[src/rtl/ptc_pkg.sv]
package ptc_pkg;
    typedef enum logic [1:0] {
        PH_READ  = 2'd0,
        PH_ARMED = 2'd1,
        PH_RUN   = 2'd2,
        PH_DONE  = 2'd3
    } ptc_phase_e;
endpackage

[src/rtl/ptc_counter.sv]
module ptc_counter #(
    parameter int CNT_W = 16
) (
    input  logic             clk,
    input  logic             rst,
    input  logic             cnt_en,
    input  logic             ld_en,
    input  logic [CNT_W-1:0] ld_val,
    output logic [CNT_W-1:0] cnt_q,
    output logic             at_tc,
    output logic             nxt_tc
);
    localparam logic [CNT_W-1:0] TERM = {CNT_W{1'b1}};

    logic [CNT_W-1:0] cnt_d;

    always_comb begin
        if (ld_en)       cnt_d = ld_val;
        else if (cnt_en) cnt_d = cnt_q + 1'b1;
        else             cnt_d = cnt_q;
    end

    always_ff @(posedge clk) begin
        if (rst) cnt_q <= '0;
        else     cnt_q <= cnt_d;
    end

    assign at_tc  = (cnt_q == TERM);
    assign nxt_tc = (cnt_d == TERM);


    load_takes_chk: assert property (@(posedge clk) disable iff (rst)
        ld_en |=> (cnt_q == $past(ld_val)));


    tc_hold_chk: assert property (@(posedge clk) disable iff (rst)
        (at_tc && !ld_en) |=> (cnt_q == TERM));
endmodule

[src/rtl/ptc_ctrl.sv]
module ptc_ctrl
    import ptc_pkg::*;
(
    input  logic       clk,
    input  logic       rst,
    input  logic       wr_mode,
    input  logic       start_n,
    input  logic       ld_en,
    input  logic       stop_n,
    input  logic       nxt_tc,
    output logic       cnt_en,
    output ptc_phase_e state_q
);
    ptc_phase_e state_d;

    // stop_n low masks the start request
    always_comb begin
        cnt_en = wr_mode && !start_n && stop_n && !ld_en;
    end

    always_comb begin
        state_d = state_q;
        unique case (state_q)
            PH_READ: begin
                if (!wr_mode)    state_d = PH_READ;
                else if (nxt_tc) state_d = PH_DONE;
                else if (cnt_en) state_d = PH_RUN;
                else             state_d = PH_ARMED;
            end
            PH_ARMED: begin
                if (!wr_mode)    state_d = PH_READ;
                else if (nxt_tc) state_d = PH_DONE;
                else if (cnt_en) state_d = PH_RUN;
                else             state_d = PH_ARMED;
            end
            PH_RUN: begin
                if (!wr_mode)    state_d = PH_READ;
                else if (nxt_tc) state_d = PH_DONE;
                else if (cnt_en) state_d = PH_RUN;
                else             state_d = PH_ARMED;
            end
            PH_DONE: begin
                if (!wr_mode)    state_d = PH_READ;
                else if (nxt_tc) state_d = PH_DONE;
                else if (cnt_en) state_d = PH_RUN;
                else             state_d = PH_ARMED;
            end
            default: state_d = PH_READ;
        endcase
    end

    always_ff @(posedge clk) begin
        if (rst) state_q <= PH_READ;
        else     state_q <= state_d;
    end


    stop_sticky_chk: assert property (@(posedge clk) disable iff (rst)
        (!stop_n && !ld_en) |=> !stop_n);


    read_phase_chk: assert property (@(posedge clk) disable iff (rst)
        !wr_mode |=> (state_q == PH_READ));
endmodule

[src/rtl/post_trig_counter.sv]
module post_trig_counter
    import ptc_pkg::*;
#(
    parameter int CNT_W = 16
) (
    input  logic             clk,
    input  logic             rst,
    input  logic             wr_mode,
    input  logic             start_n,
    input  logic             ld_en,
    input  logic [CNT_W-1:0] ld_val,
    output logic [CNT_W-1:0] cnt_o,
    output logic             stop_n,
    output logic [1:0]       phase
);
    logic       cnt_en;
    logic       at_tc;
    logic       nxt_tc;
    ptc_phase_e st;

    ptc_counter #(.CNT_W(CNT_W)) u_cnt (
        .clk    (clk),
        .rst    (rst),
        .cnt_en (cnt_en),
        .ld_en  (ld_en),
        .ld_val (ld_val),
        .cnt_q  (cnt_o),
        .at_tc  (at_tc),
        .nxt_tc (nxt_tc)
    );

    ptc_ctrl u_ctrl (
        .clk     (clk),
        .rst     (rst),
        .wr_mode (wr_mode),
        .start_n (start_n),
        .ld_en   (ld_en),
        .stop_n  (stop_n),
        .nxt_tc  (nxt_tc),
        .cnt_en  (cnt_en),
        .state_q (st)
    );

    assign stop_n = !at_tc;
    assign phase  = st;


    read_frozen_chk: assert property (@(posedge clk) disable iff (rst)
        (!wr_mode && !ld_en) |=> $stable(cnt_o));


    idle_hold_chk: assert property (@(posedge clk) disable iff (rst)
        (start_n && !ld_en) |=> $stable(cnt_o));
endmodule

[config.mk]
export PLATFORM = sky130hd
export DESIGN_NAME = post_trig_counter
export DESIGN_NICKNAME = d
export VERILOG_FILES = /design/src/rtl/ptc_pkg.sv /design/src/rtl/ptc_counter.sv /design/src/rtl/ptc_ctrl.sv /design/src/rtl/post_trig_counter.sv
export SDC_FILE = /design/constraint.sdc
export NUM_CORES = 1
export LEC_CHECK = 0
export BUFFER_PORTS_ARGS = -buffer_cell sky130_fd_sc_hd__buf_2
export CAP_MARGIN = 5
export CORE_MARGIN = 2
export CORE_UTILIZATION = 54
export DETAILED_ROUTE_END_ITERATION = 16
export PLACE_DENSITY = 0.84
export SLEW_MARGIN = 20
export SYNTH_ARGS = -nofsm -noshare
export SYNTH_HDL_FRONTEND = slang
export SYNTH_SLANG_ARGS = --single-unit
[constraint.sdc]
create_clock -name clk -period 4.96 [get_ports clk]
set_input_delay 0.992 -clock clk [delete_from_list [all_inputs] [get_ports clk]]
set_output_delay 0.992 -clock clk [all_outputs]
set_load 0.005 [all_outputs]
==> results of run 1 <==
## layer usage
layer  up-vias  global-route usage [%]  wire (um)
met5         -                       0          0
met4         0                    12.0         78
met3        11                    7.34        363
met2        75                    48.8       1810
met1       681                    43.9       1670
li1        695                       -          -
## critical path, stage by stage (launching register included)
cell and delay, ps:
dfxtp_1 490, ha_1 260, nand4_2 310, or4_2 750, buf_2 150
## final cells by class
class,instances,area [um^2]
Tap cell,28,35.0
Sequential cell,18,360
Fill cell,199,704
Timing Repair Buffer,39,195
Inverter,4,15.0
Clock buffer,4,36.3
Multi-Input combinational cell,136,887
## state kept, by name (all words and copies together) (netlist names)
name	count
u_cnt.cnt_q	16
u_ctrl.state_q	2
## cells by family after synthesis
| family | count (synthesis) | synth area share (%) |
|---|---|---|
| AO/OA/AOI/OAI | 37 | 20.4 |
| XOR/XNOR | 6 | 4.65 |
| adder cells (fa/ha/maj) | 1 | 0.969 |
| buffers and inverters | 11 | 3.39 |
| flip-flops | 18 | 27.9 |
| multiplexers | 2 | 1.55 |
| AND/OR/NAND/NOR | 90 | 41.2 |
## worst max path at each step
stage / start / to / slack, ps / cells past startpoint
floorplan: u_cnt.cnt_q[0] / stop_n / 2330 / 4
global placement: u_cnt.cnt_q[0] / stop_n / 2150 / 4
detailed placement: u_cnt.cnt_q[0] / stop_n / 2060 / 4
CTS: u_cnt.cnt_q[0] / stop_n / 1720 / 4
global route: u_cnt.cnt_q[0] / stop_n / 1610 / 4
finish: u_cnt.cnt_q[0] / stop_n / 1700 / 4
## cells in the mapped netlist (all sizes together), types with 2 or more instances
cell	n	share of area (%)
nand2	20	5.8
dfxtp	18	28
nor2	16	4.7
a21oi	13	5.3
nand3	11	4.3
nand4	9	6.0
nor4	8	5.8
a211oi	5	2.9
and3	5	2.9
clkbuf	5	1.5
xnor2	5	4.0
nor2b	4	1.9
o21ai	4	1.6
inv	3	0.87
or4	3	2.1
and4	2	1.4
buf	2	0.78
mux2i	2	1.6
nand2b	2	0.97
nand3b	2	1.2
nor3	2	0.78
nor4b	2	1.4
o211ai	2	1.6
o31a	2	1.4
o31ai	2	1.2
## metrics by stage
step | total power (uW) | cells | hold slack, ps
2_1_floorplan | 204 | 165 | 529
3_3_place_gp | 232 | 225 | 543
3_5_place_dp | 233 | 225 | 561
4_1_cts | 328 | 229 | 580
5_1_grt | 346 | 229 | 621
6_report | 329 | 229 | 587
## layout by cell type, fill, tap and decap left out, types with 3 or more instances in the layout
cell | synthesis | layout
o21ai_0 | 4 | 4
nand2_1 | 20 | 20
and3_1 | 3 | 3
nand4_1 | 7 | 7
nor2b_1 | 4 | 4
nor2_1 | 16 | 16
inv_1 | 3 | 3
clkbuf_4 | 0 | 3
nor4_2 | 4 | 4
buf_2 | 2 | 39
a211oi_1 | 5 | 5
nand3_1 | 11 | 11
xnor2_1 | 4 | 4
a21oi_1 | 12 | 12
dfxtp_1 | 18 | 18
nor4_1 | 4 | 4
## power groups by stage
stage / Sequential [uW] / Combinational (uW) / Clock (uW)
4_1_cts: 170 / 60.1 / 97.8
3_3_place_gp: 173 / 59.2 / 0
5_1_grt: 172 / 67.2 / 106
3_5_place_dp: 173 / 59.6 / 0
2_1_floorplan: 169 / 34.2 / 0
6_report: 171 / 60.4 / 97.6
==> summary.md, run 1 <==
| Metric | Value |
|---|---|
| Status | finished, final reports clean |
| TNS Setup | 0 ps |
| Detailed placer's ending HPWL | 2.90 mm |
| Fin crit share | 65.8% |
| Final max-slew violation count | 0 |
| Die area | 0.00280 mm^2 |
| Area growth, synth to finish | 18.4% |
| Critical path data arrival time | 2270 ps |
| RD Place Congestion | 0.931 |
| Mapped cell area | 0.00129 mm^2 |
| Leak Pwr | 0.000591 uW |
| Worst-path clk slew | 110 ps |
| R2R depth | 8 |
| Die width | 52.9 um |
| R2r endpoint | u_ctrl.state_q[0] |
| Syn nets | 187 |
| Post-Syn Instances | 165 |
| Syn. warnings | 0 |
| GR Util All Layers | 32.1% |
| Vias in the first global route | 1327 |
| Final Hold Fails | 0 |
| Worst EP required | 3970 ps |
| Worst Tran Pin Value | 750 ps |
| Clock share of power | 29.7% |
| Final worst slack | 1700 ps |
| Mean post-synth cell area | 7.83 um^2 |
| Worst Skew | 7.16 ps |
| Antenna-violating nets left | 0 |
| Fin util | 68.5% |
| Overflow after GRT | 0 |
| Switch share | 31.3% |
| Iteration-0 DRC Markers | 57 |
| Pre-CTS WS | 2060 ps |
| Yosys cell types | 51 |
| Die H | 52.9 um |
| Hold crit path type | flop to flop |
| Sequential share of power | 51.9% |
| R2r setup slk | 2170 ps |
| First-pass GRT wire length | 6.48 mm |
| FF-to-FF Start | u_cnt.cnt_q[0] |
| Wire per inst | 17.1 um |
| IO Port Bufs | 39 |
| Vias per inst | 6.38 |
| Antenna cell count | 0 |
| Post-CTS Setup Inserts | 0 |
| Row count | 17 |
| Critical path type | flop to output pin |
| Cells on Worst Hold Path | 2 |
| Starting Density | 57.8% |
| Layout cell share with drive strength beyond 1 | 28.9% |
| Flops & latches, synth | 18 |
| Max frequency | 307 MHz |
| EDFF count, synth | 0 |
| DP Area | 0.00149 mm^2 |
| Clock Tree Root | clkbuf_4 |
| Worst Hold End | u_cnt.cnt_q[1] |
| CORE AREA | 0.00223 mm^2 |
| Largest net degree at the start of global routing | 26 |
| Relative slew slack | 49.6% |
| CTS tree | yes |
| Vias | 1462 |
| Max FO, Critical Path | 13 |
| Crit start category | flop |
| Post-synthesis sequential area ratio | 27.9% |
| # IOs | 40 |
| Main synth FF type | dfxtp_1 |
| Worst VDD drop | 0.248 mV |
| Post-route design area | 0.00153 mm^2 |
| Sw power | 103 uW |
| P_int | 226 uW |
| Combinational share of power | 18.4% |
| DRC Markers | 0 |
| Crit path time final | 3260 ps |
| Clock Sinks | 18 |
| Post-CTS sizing | 0 |
| DRT Wirelength | 3.92 mm |
| # hold bufs at CTS | 0 |
| Initial antenna violation count | 0 |
| First drt pass iteration count | 4 |
| Post-synthesis async set-or-reset flop share | 0% |
| Longest Clk Path Bufs | 2 |
| Max Cap Violations | 0 |
| Setup crit end kind | output pin |
| RSZ-0062 raised after global routing | false |
| Inserted Clock Buffers | 3 |
| PD cells | 215 mW/mm^2 |
| Endpoints failing setup | 0 |
| Nets | 224 |
| Clock insertion delay at the later pin of the skew report | 310 ps |
| Hold path startpoint | u_cnt.cnt_q[1] |
| Htree depth | 1 |
No activity file was read; power rests on OpenSTA's default activity.
==> run 2: changes to the inputs <==
--- a/config.mk
+++ b/config.mk
@@ -8,9 +8,9 @@
 export BUFFER_PORTS_ARGS = -buffer_cell sky130_fd_sc_hd__buf_2
 export CAP_MARGIN = 5
 export CORE_MARGIN = 2
-export CORE_UTILIZATION = 54
+export CORE_UTILIZATION = 46
 export DETAILED_ROUTE_END_ITERATION = 16
-export PLACE_DENSITY = 0.84
+export PLACE_DENSITY = 0.76
 export SLEW_MARGIN = 20
 export SYNTH_ARGS = -nofsm -noshare
 export SYNTH_HDL_FRONTEND = slang
==> constraint.sdc (replaced) <==
create_clock -name clk -period 2.7 [get_ports clk]
set_input_delay 0.54 -clock clk [delete_from_list [all_inputs] [get_ports clk]]
set_output_delay 0.54 -clock clk [all_outputs]
set_load 0.005 [all_outputs]
==> run 2 against run 1 <==
Combinational power grew 120%. Worst setup slack lost 1600 ps. Critical path type unchanged. Via count grew 4.7%. First-iteration DRC count grew 40%. Clock skew grew 4.5 ps. Cell count grew 5.7%. Clock-buffer cell count is the same. Wire length grew 4.2%. Final area grew 5.8%. Largest power group unchanged. Clock power grew 86%.
==> summary.md, run 2 (synthesized netlist as in run 1, its figures left out) <==
| Metric | Value |
|---|---|
| Status | finished, final reports clean |
| Largest net degree at the start of global routing | 26 (unchanged) |
| Clock Tree Root | clkbuf_4 |
| Sw power | 196 uW (+90%) |
| Crit path time final | 2600 ps |
| Power Total | 620 uW (+89%) |
| Combinational share of power | 21.3% (+2.9 points) |
| R2r setup slk | 370 ps (-1800 ps) |
| Grt met2 use | 41.9% (-6.9 points) |
| First drt pass iteration count | 4 (unchanged) |
| CP max-delay cell | or4_2 |
| Clock share of power | 29.3% (-0.4 points) |
| Nets | 234 (+4.5%) |
| Global-route track usage on met1 | 36.5% (-7.5 points) |
| Vias per inst | 6.32 (-0.97%) |
| Commonest non-fill, non-tap cell in the layout | buf_2 |
| Clock insertion delay at the later pin of the skew report | 310 ps (about the same) |
| Final max-slew violation count | 0 (unchanged) |
| Worst VDD drop | 0.366 mV (+47%) |
| Sequential share of power | 49.4% (-2.5 points) |
| # IOs | 40 (unchanged) |
| Antenna-violating nets left | 0 (unchanged) |
| Switch share | 31.6% (+0.26 points) |
| Cells on Worst Hold Path | 3 (+1) |
| Die area | 0.00325 mm^2 (+16%) |
| Iteration-0 DRC Markers | 80 (+40%) |
| Number of flip-flops in the largest register | 16 (unchanged) |
| Hold path startpoint | ld_val[11] |
| GR met3 Demand/Resource | 4.76% (-2.6 points) |
| R2R depth | 7 (-1) |
| DRC Markers | 0 (unchanged) |
| Worst-path cell chain | ha_2 > nand4_2 > buf_4 > or4_2 > buf_2 |
| Leak Pwr | 0.000640 uW (+8.3%) |
| Inserted Clock Buffers | 3 (unchanged) |
| # hold bufs at CTS | 0 (unchanged) |
| Die width | 57.0 um (+7.7%) |
| CP Buf/Inv Count | 2 (+1) |
| Post-route design area | 0.00162 mm^2 (+5.8%) |
| Crit path depth | 5 (+1) |
| Row count | 19 (+2) |
| Fin crit share | 96.1% |
| Crit start category | flop |
| Worst Tran Pin Value | 428 ps (-322 ps) |
| RSZ-0062 raised after global routing | false |
| DP Area | 0.00155 mm^2 (+3.8%) |
| Largest Register | u_cnt.cnt_q |
| Vias in the first global route | 1400 (+5.5%) |
| Non-Filler Instances | 242 (+5.7%) |
| Setup crit end kind | output pin |
| Area growth, synth to finish | 25.3% |
| GR Util All Layers | 26.4% (-5.7 points) |
| Max Cap Violations | 0 (unchanged) |
| Die H | 57.0 um (+7.7%) |
| RD Place Congestion | 0.936 (+0.63%) |
| CP max stage delay | 660 ps (-90 ps) |
| Overflow after GRT | 0 (unchanged) |
| FF-to-FF Start | u_cnt.cnt_q[11] |
| Worst EP required | 2160 ps (-1810 ps) |
| Starting Density | 47.6% (-10 points) |
| PD cells | 384 mW/mm^2 (+78%) |
| CTS tree | yes |
| Longest Clk Path Bufs | 2 (unchanged) |
| Biggest regs | u_cnt.cnt_q (16), u_ctrl.state_q (2) |
| Detailed placer's ending HPWL | 3.09 mm (+6.5%) |
| DRT Wirelength | 4.09 mm (+4.2%) |
| Htree depth | 1 (unchanged) |
| Endpoints failing setup | 0 (unchanged) |
| P_int | 425 uW (+88%) |
| R2r endpoint | u_ctrl.state_q[0] |
| Max frequency | 385 MHz |
| Clock Sinks | 18 (unchanged) |
| Critical path data arrival time | 2060 ps (-210 ps) |
| Placed cell count | 235 (+4.4%) |
| Initial antenna violation count | 0 (unchanged) |
| Most Crowded Layer GR | met2 |
| Critical path type | flop to output pin |
| Hold crit path type | input port to flop |
| Worst Skew | 11.7 ps (+4.54 ps) |
| Commonest non-fill, non-tap cells in the layout | buf_2 (39), nand2_1 (20), nor2_1 (16), dfxtp_1 (16), a21oi_1 (12) |
| Antenna cell count | 0 (unchanged) |
| Layout cell share with drive strength beyond 1 | 33.6% (+4.8 points) |
| Worst Hold End | u_cnt.cnt_q[11] |
| Max FO, Critical Path | 11 (-2) |
| Relative slew slack | 71.4% (+22 points) |
| Worst-path clk slew | 130 ps (+20 ps) |
| IO Port Bufs | 39 (unchanged) |
| Largest delay contributor family on the critical path | simple AND/OR/NAND/NOR gates |
| First-pass GRT wire length | 6.71 mm (+3.6%) |
| Wire per inst | 16.9 um (-1.4%) |
| CORE AREA | 0.00271 mm^2 (+21%) |
| Final Hold Fails | 0 (unchanged) |
| Vias | 1530 (+4.7%) |
| TNS Setup | 0 ps (unchanged) |
## run 2: changes by cell type in the layout (fill, tap and decap cells not counted), sizes merged
cell / before / now
buf: 39 / 49
## run 2: worst max-delay path by stage
stage | start | slack [ps] | endpoint
2_1_floorplan | u_cnt.cnt_q[0] | 430 | u_ctrl.state_q[0]
3_3_place_gp | u_cnt.cnt_q[0] | 380 | u_ctrl.state_q[0]
3_5_place_dp | u_cnt.cnt_q[0] | 290 | u_ctrl.state_q[0]
4_1_cts | u_cnt.cnt_q[1] | 5 | stop_n
5_1_grt | u_cnt.cnt_q[1] | 20 | stop_n
6_report | u_cnt.cnt_q[1] | 100 | stop_n
## run 2: area by class of cell
type                       count  area, um^2
inverter                       4        15.0
multi-input combinational    136         890
tap                           31        38.8
timing repair buffer          49         270
sequential                    18         368
clock buffer                   4        36.3
fill                         260        1090
## run 2: timing repair
action                                  4_1_cts  5_1_grt
gates resized for setup                       1        4
cloned                                        0        0
endpoints found under the setup margin        1        1
setup buffers                                 0        3
## run 2: worst min-delay path: stages
cell	delay, ps
buf_2	100
nand2_1	50
a21oi_1	50
## run 2: power by group through the flow
| stage | clock [uW] | combinational (uW) | sequential, uW |
|---|---|---|---|
| 6_report | 182 | 132 | 307 |
| 5_1_grt | 194 | 144 | 310 |
| 4_1_cts | 183 | 123 | 307 |
| 3_5_place_dp | 0 | 122 | 313 |
| 3_3_place_gp | 0 | 119 | 312 |
| 2_1_floorplan | 0 | 62.9 | 311 |
## run 2: routing by layer
layer	up-vias	part of all wire [%]
li1	716	-
met1	724	42
met2	75	48
met3	15	6.6
met4	0	2.6
met5	-	0
## run 2: metrics by stage
step                      hold slack [ps]  utilization [%]  setup slack, ps
after CTS                             466             58.5             5.19
after floorplan                       529                -              429
after global placement                544             57.2              382
final                                 469             59.7              105
after detailed placement              566             57.2              294
after global routing                  474             59.7             20.1
==> run 3: changes to the inputs <==
--- a/config.mk
+++ b/config.mk
@@ -7,7 +7,7 @@
 export LEC_CHECK = 0
 export BUFFER_PORTS_ARGS = -buffer_cell sky130_fd_sc_hd__buf_2
 export CAP_MARGIN = 5
-export CORE_MARGIN = 2
+export CORE_MARGIN = 10
 export CORE_UTILIZATION = 46
 export DETAILED_ROUTE_END_ITERATION = 16
 export PLACE_DENSITY = 0.76
==> run 3 against run 2 <==
Worst setup slack got worse by 15 ps. Sequential share of layout area rose by 0.31 points. Hold slack gained 6.3 ps. Sequential cell count unchanged. Total power decreased by 2.4%. Combinational power shrank 6%. Maximum frequency fell by 0.57%. First-iteration DRC count rose by 43%. Sequential power is essentially flat. Final area is 2.0% lower. Register-to-register slack worse by 100 ps. Utilization down 1.2 points. Critical path type unchanged. Largest power group unchanged.
==> summary.md, run 3 (synthesized netlist as in run 1, its figures left out) <==
| Metric | Value |
|---|---|
| Status | finished, final reports clean |
| Number of flip-flops in the largest register | 16 (unchanged) |
| Final Hold Fails | 0 (unchanged) |
| Detailed placer's ending HPWL | 3.34 mm (+8.3%) |
| Relative slew slack | 69.5% (-1.9 points) |
| Hold crit path type | input port to flop |
| Starting Density | 47.6% (unchanged) |
| Inserted Clock Buffers | 3 (unchanged) |
| Worst VDD drop | 0.320 mV (-13%) |
| GR Util All Layers | 16.0% (-10 points) |
| Die width | 73.0 um (+28%) |
| CP max-delay cell | or4_2 |
| Pre-CTS WS | 201 ps (-93.5 ps) |
| # IOs | 40 (unchanged) |
| Setup crit end kind | output pin |
| R2r setup slk | 270 ps (-100 ps) |
| Post-CTS sizing | 1 (unchanged) |
| RD Place Congestion | 0.931 (-0.63%) |
| PD cells | 382 mW/mm^2 (-0.35%) |
| Crit start category | flop |
| Wire per inst | 18.2 um (+7.8%) |
| Largest Register | u_cnt.cnt_q |
| Crit path time final | 2610 ps (+14.8 ps) |
| Worst-path clk slew | 120 ps (about the same) |
| Area growth, synth to finish | 22.8% |
| Worst-path cell chain | ha_2 > nand4_2 > buf_4 > or4_2 > buf_2 |
| Die area | 0.00533 mm^2 (+64%) |
| DRT Wirelength | 4.34 mm (+6.1%) |
| Worst Tran Pin Value | 456 ps (+28.7 ps) |
| CORE AREA | 0.00271 mm^2 (unchanged) |
| # hold bufs at CTS | 0 (unchanged) |
| Max frequency | 383 MHz (-0.57%) |
| Largest net degree at the start of global routing | 26 (unchanged) |
| Clock Tree Root | clkbuf_4 |
| Longest Clk Path Bufs | 2 (unchanged) |
| CTS tree | yes |
| Endpoints failing setup | 0 (unchanged) |
| Vias per inst | 6.30 (-0.31%) |
| Vias in the first global route | 1447 (+3.4%) |
| Post-CTS Setup Inserts | 0 (unchanged) |
| Iteration-0 DRC Markers | 114 (+43%) |
| Critical path type | flop to output pin |
| Htree depth | 1 (unchanged) |
| Vias | 1500 (-2.0%) |
| Nets | 230 (-1.7%) |
| TNS Setup | 0 ps (unchanged) |
| RSZ-0062 raised after global routing | false |
| CP max stage delay | 650 ps (about the same) |
| IO Port Bufs | 39 (unchanged) |
| DRC Markers | 0 (unchanged) |
| Worst EP required | 2160 ps (about the same) |
| Die H | 73.0 um (+28%) |
| Overflow after GRT | 0 (unchanged) |
| Worst Skew | 13.6 ps (+1.89 ps) |
| Antenna cell count | 0 (unchanged) |
| Row count | 19 (unchanged) |
| Fin crit share | 96.7% (+0.55 points) |
| FF-to-FF Start | u_cnt.cnt_q[5] |
| Final worst slack | 90.1 ps (-14.8 ps) |
| Final max-slew violation count | 0 (unchanged) |
| Antenna-violating nets left | 0 (unchanged) |
| Layout cell share with drive strength beyond 1 | 32.4% (-1.3 points) |
| First-pass GRT wire length | 7.02 mm (+4.6%) |
| Hold path startpoint | ld_val[6] |
| Worst setup path start | u_cnt.cnt_q[1] |
| Max Cap Violations | 0 (unchanged) |
| Commonest non-fill, non-tap cell in the layout | buf_2 |
| First drt pass iteration count | 4 (unchanged) |
| Initial antenna violation count | 0 (unchanged) |
| Biggest regs | u_cnt.cnt_q (16), u_ctrl.state_q (2) |
| Critical path data arrival time | 2070 ps (about the same) |
| Clock insertion delay at the later pin of the skew report | 300 ps (about the same) |
| Max FO, Critical Path | 11 (unchanged) |
| Commonest non-fill, non-tap cells in the layout | buf_2 (39), nand2_1 (20), nor2_1 (16), dfxtp_1 (16), a21oi_1 (12) |
| Clock Sinks | 18 (unchanged) |
| Leak Pwr | 0.000620 uW (-3.2%) |
[run 3: changes by cell type in the layout (fill, tap and decap cells not counted)]
cell / before / now
buf_4: 10 / 6
dfxtp_2: 0 / 1
dfxtp_4: 2 / 1
[run 3: critical path, delay by kind of cell, from the launching register on]
kind / cells / cell delay [ps]
buf+inv: 2 / 370
fa+ha+maj: 1 / 220
flops: 1 / 400
simple gates: 2 / 780
[run 3: path summary, 6_finish.rpt]
path	cells past startpoint	end
max	5	stop_n
min	2	u_cnt.cnt_q[6]
max reg2reg	7	u_ctrl.state_q[0]
min reg2reg	2	u_cnt.cnt_q[1]
[run 3: layout make-up]
class	count	area [um^2]
inverter	4	15.0
timing repair buffer	45	240
tap	31	38.8
fill	263	1120
multi-input combinational	136	890
clock buffer	4	36.3
sequential	18	365
[run 3: power by group]
| group | total [uW] | switching (uW) | leakage (uW) | internal (uW) |
|---|---|---|---|---|
| logic | 124 | 68.4 | 0.000449 | 55.6 |
| clock network | 174 | 91.5 | 0.0000210 | 82.1 |
| registers | 308 | 26.2 | 0.000150 | 282 |
[run 3: stage by stage]
stage	instances	cell area, um^2	power (uW)	util, %	hold WS [ps]
final	238	1590	606	58.5	476
after global routing	238	1590	637	58.5	487
after CTS	238	1580	606	58.3	477
after floorplan	165	1290	374	-	529
after global placement	234	1540	431	56.9	541
after detailed placement	234	1540	435	56.9	573
[run 3: layer usage]
layer | wire length, um | track usage [%]
met4 | 102 | 6.54
met1 | 1760 | 19.4
met3 | 326 | 3.13
met2 | 2150 | 26.8
met5 | 0 | 0
